==> src/rtl/m2m_pkg.sv <==
package m2m_pkg;

  typedef enum logic [2:0] {
    SQ_IDLE,
    SQ_REQ,
    SQ_RD,
    SQ_WR,
    SQ_END,
    SQ_REL
  } sq_state_t;

  localparam int unsigned PH_W    = 2;
  localparam logic [PH_W-1:0] PH_LAST = 2'd3;

  // strobe window covers the last two states of a bus cycle
  function automatic logic strobe_phase(input logic [PH_W-1:0] ph);
    return ph[PH_W-1];
  endfunction

endpackage

==> src/rtl/m2m_seq_fsm.sv <==
module m2m_seq_fsm
  import m2m_pkg::*;
(
  input  logic clk,
  input  logic rst_n,
  input  logic mode_en,
  input  logic sw_req,
  input  logic hold_ack,
  input  logic eop_in,
  input  logic cnt_last,
  output logic start,
  output logic hold_req,
  output logic addr_en,
  output logic rd_cyc,
  output logic wr_cyc,
  output logic rd_strobe,
  output logic wr_strobe,
  output logic latch_en,
  output logic step_en,
  output logic eop_out
);

  sq_state_t        st_q, st_d;
  logic [PH_W-1:0]  ph_q, ph_d;
  logic             bus_cyc, at_s4, end_now;

  assign bus_cyc  = (st_q == SQ_RD) || (st_q == SQ_WR);
  assign rd_cyc   = (st_q == SQ_RD);
  assign wr_cyc   = (st_q == SQ_WR);
  assign at_s4    = (ph_q == PH_LAST);
  assign start    = (st_q == SQ_IDLE) && mode_en && sw_req;
  assign latch_en = rd_cyc && at_s4;
  assign step_en  = wr_cyc && at_s4;
  assign end_now  = bus_cyc && (eop_in || (step_en && cnt_last));

  always_comb begin
    st_d = st_q;
    ph_d = ph_q;
    unique case (st_q)
      SQ_IDLE: if (start) st_d = SQ_REQ;
      SQ_REQ: begin
        if (hold_ack) begin
          st_d = SQ_RD;
          ph_d = '0;
        end
      end
      SQ_RD, SQ_WR: begin
        if (end_now) begin
          st_d = SQ_END;
          ph_d = '0;
        end else if (at_s4) begin
          st_d = (st_q == SQ_RD) ? SQ_WR : SQ_RD;
          ph_d = '0;
        end else begin
          ph_d = ph_q + 2'd1;
        end
      end
      SQ_END: st_d = SQ_REL;
      SQ_REL: if (!hold_ack) st_d = SQ_IDLE;
      default: st_d = SQ_IDLE;
    endcase
  end

  always_ff @(posedge clk) begin
    if (!rst_n) begin
      st_q <= SQ_IDLE;
      ph_q <= '0;
    end else begin
      st_q <= st_d;
      ph_q <= ph_d;
    end
  end

  assign hold_req  = (st_q == SQ_REQ) || bus_cyc;
  assign addr_en   = bus_cyc;
  assign rd_strobe = rd_cyc && strobe_phase(ph_q);
  assign wr_strobe = wr_cyc && strobe_phase(ph_q);
  assign eop_out   = (st_q == SQ_END);

  AST_STROBE_EXCL: assert property (@(posedge clk) disable iff (!rst_n)
    !(rd_strobe && wr_strobe));

  AST_EOP_ONE_CYCLE: assert property (@(posedge clk) disable iff (!rst_n)
    eop_out |=> !eop_out);

  AST_NO_STROBE_AFTER_END: assert property (@(posedge clk) disable iff (!rst_n)
    eop_out |=> !(rd_strobe || wr_strobe));

endmodule

==> src/rtl/m2m_chan_addr.sv <==
module m2m_chan_addr #(
  parameter int unsigned AW        = 16,
  parameter bit          ALLOW_FIX = 1'b0
) (
  input  logic          clk,
  input  logic          rst_n,
  input  logic          load,
  input  logic [AW-1:0] init,
  input  logic          dec,
  input  logic          fix,
  input  logic          step,
  output logic [AW-1:0] cur
);

  localparam logic [AW-1:0] ONE = AW'(1);

  logic [AW-1:0] cur_q;
  logic          dec_q, fix_q;

  always_ff @(posedge clk) begin
    if (!rst_n) begin
      cur_q <= '0;
      dec_q <= 1'b0;
      fix_q <= 1'b0;
    end else if (load) begin
      cur_q <= init;
      dec_q <= dec;
      fix_q <= fix && ALLOW_FIX;
    end else if (step && !fix_q) begin
      cur_q <= dec_q ? (cur_q - ONE) : (cur_q + ONE);
    end
  end

  assign cur = cur_q;

endmodule

==> src/rtl/m2m_word_cnt.sv <==
module m2m_word_cnt #(
  parameter int unsigned CW = 16
) (
  input  logic          clk,
  input  logic          rst_n,
  input  logic          load,
  input  logic [CW-1:0] init,
  input  logic          step,
  output logic          last
);

  logic [CW-1:0] cnt_q;

  always_ff @(posedge clk) begin
    if (!rst_n)      cnt_q <= '0;
    else if (load)   cnt_q <= init;
    else if (step)   cnt_q <= cnt_q - CW'(1);
  end

  // the step taken while zero wraps to all ones: terminal count
  assign last = (cnt_q == '0);

endmodule

==> src/rtl/m2m_hold_reg.sv <==
module m2m_hold_reg #(
  parameter int unsigned DW = 8
) (
  input  logic          clk,
  input  logic          rst_n,
  input  logic          latch,
  input  logic [DW-1:0] din,
  output logic [DW-1:0] dout
);

  logic [DW-1:0] data_q;

  always_ff @(posedge clk) begin
    if (!rst_n)     data_q <= '0;
    else if (latch) data_q <= din;
  end

  assign dout = data_q;

endmodule

==> src/rtl/m2m_dma_seq.sv <==
module m2m_dma_seq #(
  parameter int unsigned AW = 16,
  parameter int unsigned DW = 8,
  parameter int unsigned CW = 16
) (
  input  logic          clk,
  input  logic          rst_n,
  input  logic          mode_en,
  input  logic          sw_req,
  input  logic          hold_ack,
  input  logic          eop_in,
  input  logic [AW-1:0] src_addr,
  input  logic          src_dec,
  input  logic          src_fixed,
  input  logic [AW-1:0] dst_addr,
  input  logic          dst_dec,
  input  logic [CW-1:0] xfer_cnt,
  input  logic [DW-1:0] mem_rdata,
  output logic          hold_req,
  output logic          addr_en,
  output logic [AW-1:0] mem_addr,
  output logic          mem_rd,
  output logic          mem_wr,
  output logic [DW-1:0] mem_wdata,
  output logic          eop_out
);

  localparam int unsigned NCH = 2;
  localparam int unsigned SRC = 0;
  localparam int unsigned DST = 1;

  logic start, rd_cyc, wr_cyc, latch_en, step_en, cnt_last;
  logic [AW-1:0] ch_init [NCH];
  logic [AW-1:0] ch_cur  [NCH];
  logic          ch_dec  [NCH];
  logic          ch_fix  [NCH];

  assign ch_init[SRC] = src_addr;
  assign ch_dec[SRC]  = src_dec;
  assign ch_fix[SRC]  = src_fixed;
  assign ch_init[DST] = dst_addr;
  assign ch_dec[DST]  = dst_dec;
  assign ch_fix[DST]  = 1'b0;

  m2m_seq_fsm u_fsm (
    .clk       (clk),
    .rst_n     (rst_n),
    .mode_en   (mode_en),
    .sw_req    (sw_req),
    .hold_ack  (hold_ack),
    .eop_in    (eop_in),
    .cnt_last  (cnt_last),
    .start     (start),
    .hold_req  (hold_req),
    .addr_en   (addr_en),
    .rd_cyc    (rd_cyc),
    .wr_cyc    (wr_cyc),
    .rd_strobe (mem_rd),
    .wr_strobe (mem_wr),
    .latch_en  (latch_en),
    .step_en   (step_en),
    .eop_out   (eop_out)
  );

  for (genvar c = 0; c < NCH; c++) begin : g_chan
    m2m_chan_addr #(
      .AW        (AW),
      .ALLOW_FIX (c == SRC)
    ) u_addr (
      .clk   (clk),
      .rst_n (rst_n),
      .load  (start),
      .init  (ch_init[c]),
      .dec   (ch_dec[c]),
      .fix   (ch_fix[c]),
      .step  (step_en),
      .cur   (ch_cur[c])
    );
  end

  m2m_word_cnt #(.CW(CW)) u_cnt (
    .clk   (clk),
    .rst_n (rst_n),
    .load  (start),
    .init  (xfer_cnt),
    .step  (step_en),
    .last  (cnt_last)
  );

  m2m_hold_reg #(.DW(DW)) u_tmp (
    .clk   (clk),
    .rst_n (rst_n),
    .latch (latch_en),
    .din   (mem_rdata),
    .dout  (mem_wdata)
  );

  always_comb begin
    if (rd_cyc)      mem_addr = ch_cur[SRC];
    else if (wr_cyc) mem_addr = ch_cur[DST];
    else             mem_addr = '0;
  end

  AST_START_GATED: assert property (@(posedge clk) disable iff (!rst_n)
    $rose(hold_req) |-> $past(mode_en && sw_req));

  AST_WDATA_STABLE: assert property (@(posedge clk) disable iff (!rst_n)
    (mem_wr && $past(mem_wr)) |-> $stable(mem_wdata));

  AST_EOP_BUS_FREE: assert property (@(posedge clk) disable iff (!rst_n)
    eop_out |-> (!hold_req && !addr_en));

  AST_STROBE_IN_BUS: assert property (@(posedge clk) disable iff (!rst_n)
    (mem_rd || mem_wr) |-> addr_en);

endmodule

==> config.mk <==
export PLATFORM = sky130hd
export DESIGN_NAME = m2m_dma_seq
export DESIGN_NICKNAME = d
export VERILOG_FILES = /design/src/rtl/m2m_pkg.sv /design/src/rtl/m2m_seq_fsm.sv /design/src/rtl/m2m_chan_addr.sv /design/src/rtl/m2m_word_cnt.sv /design/src/rtl/m2m_hold_reg.sv /design/src/rtl/m2m_dma_seq.sv
export SDC_FILE = /design/constraint.sdc
export NUM_CORES = 1
export LEC_CHECK = 0
export BUFFER_PORTS_ARGS = -buffer_cell sky130_fd_sc_hd__buf_2
export CORE_MARGIN = 3
export CORE_UTILIZATION = 51
export DETAILED_ROUTE_END_ITERATION = 7
export GPL_ROUTABILITY_DRIVEN = 0
export HOLD_SLACK_MARGIN = 0.12
export PLACE_DENSITY = 0.79
export SLEW_MARGIN = 20
export SYNTH_ARGS = -nofsm -noshare
export SYNTH_HDL_FRONTEND = slang
export SYNTH_HIERARCHICAL = 1
export SYNTH_SLANG_ARGS = --single-unit
==> constraint.sdc <==
create_clock -name clk -period 2.4 [get_ports clk]
set_input_delay 0.12 -clock clk [delete_from_list [all_inputs] [get_ports clk]]
set_output_delay 0.12 -clock clk [all_outputs]
set_load 0.05 [all_outputs]
* Yosys cells after proc, flatten, opt, wreduce, memory -nomap -nowiden
Cells that the tools add are included.
** Operators by class
- Add/sub/neg operators :: 6
- Multiply operators :: 0
- Divide/modulo/power cells :: 0
- $lt $le $gt $ge :: 0
- Equal/unequal tests :: 10
- Shifts and indexed selects :: 0
- Multiplexer cells :: 21
- Bitwise logic cells :: 0
- Reductions and logical operators :: 21
** Operators by type and width (number)
- $mux W16 :: 10
- $sub A16 B1 Y16 const B :: 3
- $add A16 B1 Y16 const B :: 2
- $logic_not A16 Y1 :: 1
- $mux W3 :: 5
- $pmux W3 S5 :: 1
- $logic_and A1 B1 Y1 :: 9
- $eq A3 B2 Y1 const B :: 2
- $eq A3 B3 Y1 const B :: 2
- $mux W2 :: 3
- $reduce_bool A2 Y1 :: 3
- $ne A2 B2 Y1 const B :: 2
- $pmux W2 S2 :: 1
- $reduce_and A4 Y1 :: 1
- $eq A3 B1 Y1 const B :: 1
- $logic_not A3 Y1 :: 1
- $logic_or A1 B1 Y1 :: 3
- $ne A3 B1 Y1 const B :: 1
- $add A2 B1 Y2 const B :: 1
- $eq A2 B2 Y1 const B :: 1
- $ne A2 B1 Y1 const B :: 1
- $reduce_and A2 Y1 :: 1
- $reduce_or A2 Y1 :: 1
- $logic_not A1 Y1 :: 1
- $mux W1 :: 1
** Storage, ports and cells
- Register bits after elaboration :: 64
- Latch bits :: 0
- Memory bits (writable) :: 0
- Bits in read-only memories :: 0
- Input port bits :: 65
- Output and inout bits :: 29
- Memories :: 0

* Depth between registers and ports, before layout
- Depth after elaboration :: 7
- Mapped depth :: 11
- Gate-level depth less buffers :: 10

* By module
The synthesis kept the hierarchy.
** Modules (own cells, without submodules)
- m2m_chan_addr at g_chan[1].u_addr :: instances 1, cells an instance 195, area an instance 1562.7 sq um, sequential area each 340.3 sq um
- m2m_chan_addr at g_chan[0].u_addr :: instances 1, cells an instance 188, area an instance 1498.9 sq um, sequential area each 360.3 sq um
- m2m_word_cnt :: instances 1, cells an instance 100, area an instance 882.1 sq um, sequential area each 320.3 sq um
- m2m_seq_fsm :: instances 1, cells an instance 43, area an instance 352.8 sq um, sequential area each 100.1 sq um
- m2m_hold_reg :: instances 1, cells an instance 25, area an instance 301.5 sq um, sequential area each 160.2 sq um
- m2m_dma_seq :: instances 1, cells an instance 25, area an instance 205.2 sq um, sequential area each 0.0 sq um

* Least setup slack after synthesis
Ideal clock, no wire load.
- Path kind :: reg2reg
- Start point :: reg g_chan[0].u_addr.dec_q
- End point :: reg g_chan[0].u_addr.cur_q[13]
- Setup time :: 0.136 ns
- Arrival time :: 2.117 ns
- Setup slack :: 0.147 ns
- Cell stages (with the launch flop) :: 9
- Path buffers :: 0
- Clock period less this slack :: 2.253 ns
- Path through :: dfxtp_1 -> ha_1 -> a211oi_2 -> o21bai_1 -> a21oi_2 -> o211ai_2 -> a31oi_1 -> xor2_1 -> a31oi_1
** Between the ends
- Word-level cells in the longest chain between the ends :: 3
** Ends and longest elaborated chain
- start, declared :: line m2m_chan_addr.sv:18 : logic dec_q, fix_q;
- start signal, assigned :: line m2m_chan_addr.sv:23 : dec_q <= 1'b0;
- start signal, assigned :: line m2m_chan_addr.sv:27 : dec_q <= dec;
- $mux W16 :: line m2m_chan_addr.sv:30 : cur_q <= dec_q ? (cur_q - ONE) : (cur_q + ONE);
- $mux W16 :: line m2m_chan_addr.sv:29 : end else if (step && !fix_q) begin
- $mux W16 :: line m2m_chan_addr.sv:25 : end else if (load) begin
- end signal, assigned :: line m2m_chan_addr.sv:26 : cur_q <= init;
- end signal, assigned :: line m2m_chan_addr.sv:30
- end, declared :: line m2m_chan_addr.sv:17 : logic [AW-1:0] cur_q;
No other way between the ends. The select of a mux whose other input is x is not followed.
A chain may end at the register's enable or synchronous reset.

* Worst setup path after layout
- Start point :: reg u_fsm.st_q[1]
- End point :: reg u_cnt.cnt_q[13]
** Between the ends
- Elaborated cells on any way between the ends :: 7
- Classes of those cells :: eq/ne: 1; mux: 1; reduce/logical: 5
** RTL lines
- start, declared :: line m2m_seq_fsm.sv:23 : sq_state_t st_q, st_d;
- start signal, assigned :: line m2m_seq_fsm.sv:69 : st_q <= st_d;
- $eq A3 B2 Y1 :: line m2m_seq_fsm.sv:29 : assign wr_cyc = (st_q == SQ_WR);
- $logic_and A1 B1 Y1 :: line m2m_seq_fsm.sv:33 : assign step_en = wr_cyc && at_s4;
- via step_en :: line m2m_dma_seq.sv:32 : logic start, rd_cyc, wr_cyc, latch_en, step_en, cnt_last;
- $reduce_bool A2 Y1 (no source line)
- end signal, assigned :: line m2m_word_cnt.sv:16 : else if (load) cnt_q <= init;
- end signal, assigned :: line m2m_word_cnt.sv:17 : else if (step) cnt_q <= cnt_q - CW'(1);
- end, declared :: line m2m_word_cnt.sv:12 : logic [CW-1:0] cnt_q;
The timed path passes the listed nets, and every way through them passes these cells.

==> out/qor.txt <==
Outcome: complete, no violations
FF-to-FF path depth: 7
Setup repair bufs after CTS: 0
Critical path endpoint: u_cnt/cnt_q[13]
First-pass GRT wire length: 22.6 mm
Max_slew headroom: 65.4%
Clk_lat worst skew: 0.34 ns
Fin crit share: 94.2%
Via/cell ratio: 6.03
Inserted Diodes: 0
Syn nets: 672
Vias in the first global route: 4933
Port bufs: 93
HPWL after DPL: 9.72 mm
Die area: 0.0106 mm2
Pwr Density: 591 mW/mm2
Footprint of the multi-input gates: 0.00329 mm2
TritonCTS clock tree: yes
CP cell instances: nand2_4, inv_4, and3_2, or4b_1, nor4_2, xnor2_1, a21oi_1
Fin. max-slew vios: 0
Total wire length: 14.0 mm
Maxcap violations: 0
Gate Count Post-Synth: 575
Hold crit path type: in -> reg
Buf/Inv on CP: 1
DR DRC count: 0
CP startpoint: u_fsm/st_q[1]
Avg Cell Area, Syn: 8.35 um2
Comb power frac: 37.1%
Layout cells sized above 1: 24.7%
Synthesis-to-layout area growth: 27.7%
Clock root buffer: clkbuf_8
Crit-path max cell delay: 0.65 ns
Via Count: 5045
Final Non-Filler Cells: 836
Core area: 0.00893 mm2
Peak VDD IR: 0.372 mV
Drt first-iter violations: 292
Final Hold Fails: 0
Levels on crit path: 7
Die Ht: 103 um
H-tree Lvls: 3
Final Hold Slack: 0.123 ns
Endpoints failing setup: 0
Die width: 103 um
CP top delay family: simple AND/OR/NAND/NOR gates
Min cycle time layout: 2.26 ns
Sw Ratio: 38.1%
Seq pwr share: 37.3%
GRT overflow: 0
Register area: 0.00129 mm2
# rows: 34
Slowest-stage cell, CP: or4b_1
Clock tree sinks: 64
Worst R2R End: u_cnt/cnt_q[13]
Initial core utilization: 53.7%
Clock Skew: 0.00665 ns
Crit Path Class: reg -> reg
Total track usage: 26.4%
CP max FO: 7
Worst r2r src: u_fsm/st_q[1]
Total power: 3620 uW
Nets: 821
RSZ-0062 raised after global routing: no
CP required: 2.62 ns
CP Launch Type: register
Crit path arrival time: 2.48 ns
Routed len/inst: 16.7 um
Slew @ Worst Pin: 0.519 ns
Peak Freq: 443 MHz
CTS buffer count: 9
Initial antenna violation count: 0
Static leakage: 0.00262 uW
Worst reg-to-reg setup slack: 0.14 ns
Cell count after placement: 767
Clock buffer depth: 2
Top-level port count: 94
CTS clk-pin slew, worst paths: 0.08 ns
Length of the first detailed-routing pass in iterations: 6
YS warnings: 6
Switch Pwr: 1380 uW
Remaining antenna violation count: 0
Worst Setup End Kind: register
Filler Cells Inserted: 709
Clock power share: 25.6%
Post-Syn Area: 0.00480 mm2
Largest net degree at the start of global routing: 41
Cell Int Power: 2240 uW
[power by group through the flow]
stage	Sequential [uW]	Clock, uW	Combinational [uW]
CTS	1350	943	1320
global placement	1360	0	1200
global route	1370	990	1470
detailed placement	1370	0	1240
finish	1350	927	1340
floorplan	1320	0	997
[what timing repair did]
action,CTS,global route
hold buffers,54,0
resized for setup,1,7
endpoints found under the setup margin,2,5
hold endpoints to repair,54,0
[how the worst min path moves through the flow]
stage	startpoint	to	slack, ns	cells past startpoint
floorplan	rst_n	u_fsm/ph_q[0]	0.24	1
global placement	src_addr[5]	g_chan[0].u_addr/cur[5]	0.34	2
detailed placement	src_addr[5]	g_chan[0].u_addr/cur[5]	0.35	2
CTS	dst_addr[10]	g_chan[1].u_addr/cur[10]	0.12	3
global route	src_addr[13]	g_chan[0].u_addr/cur[13]	0.13	3
finish	dst_addr[10]	g_chan[1].u_addr/cur[10]	0.12	3
[placed cells by master, fill, tap and decap left out, types with 5 or more instances in the layout]
| master | n |
|---|---|
| nor2b_1 | 15 |
| or3_1 | 5 |
| o21ai_1 | 5 |
| o211ai_1 | 11 |
| xor2_1 | 9 |
| nand3_1 | 9 |
| dfxtp_1 | 61 |
| and2_1 | 5 |
| a21o_1 | 6 |
| clkbuf_8 | 9 |
| ha_1 | 30 |
| nor3_2 | 5 |
| nand2_1 | 36 |
| mux2i_1 | 18 |
| a21oi_2 | 5 |
| buf_4 | 17 |
| o21ai_0 | 39 |
| nand4_1 | 5 |
| nor3_1 | 10 |
| nand3b_1 | 5 |
| buf_2 | 93 |
| and3_1 | 9 |
| o211a_1 | 6 |
| inv_1 | 15 |
| xnor2_1 | 19 |
| nor2_1 | 41 |
| a22o_2 | 10 |
| dlygate4sd3_1 | 54 |
| nor4_2 | 5 |
| a31oi_1 | 10 |
| o21bai_1 | 5 |
| o21a_1 | 6 |
| a211oi_1 | 11 |
| a21oi_1 | 60 |
[tightest hold or removal path, delay by kind of cell]
family,cells,cell delay [ns]
AO/OA/AOI/OAI,2,0.23
buffers and inverters,1,0.08
[metrics by stage]
step | util, % | area, um2 | TNS (ns) | worst slack, ns
2_1_floorplan | - | 4800 | 0 | 0.147
3_5_place_dp | 60.2 | 5380 | -0.0589 | -0.0589
3_3_place_gp | 60.2 | 5380 | 0 | 0.0723
6_report | 68.6 | 6130 | 0 | 0.140
5_1_grt | 68.6 | 6130 | 0 | 0.0234
4_1_cts | 68.3 | 6100 | 0 | 0.0868
[final cells by class]
class | count | share of cell area [%]
multi-input cells | 466 | 53.8
flip-flops and latches | 64 | 21.0
repair buffers | 165 | 18.8
well taps | 108 | 2.21
clock buffers | 10 | 2.08
inverters | 18 | 1.14
clock inverters | 5 | 0.960
[sequential cells by signal, indices dropped and copies added, names as in the netlist]
name,flops
g_chan.u_addr/cur,32
g_chan.u_addr/dec_q,2
g_chan.u_addr/fix_q,1
u_cnt/cnt_q,16
u_fsm/ph_q,2
u_fsm/st_q,3
u_tmp/dout,8
[per-layer routing]
| layer | vias up | track usage, % | share of wire [%] |
|---|---|---|---|
| li1 | 2460 | - | - |
| met1 | 2379 | 31.8 | 42 |
| met2 | 177 | 47.9 | 51 |
| met3 | 29 | 4.74 | 5.5 |
| met4 | 0 | 7.27 | 1.7 |
| met5 | - | 0 | 0 |
Power figures use the tool's default switching activity.
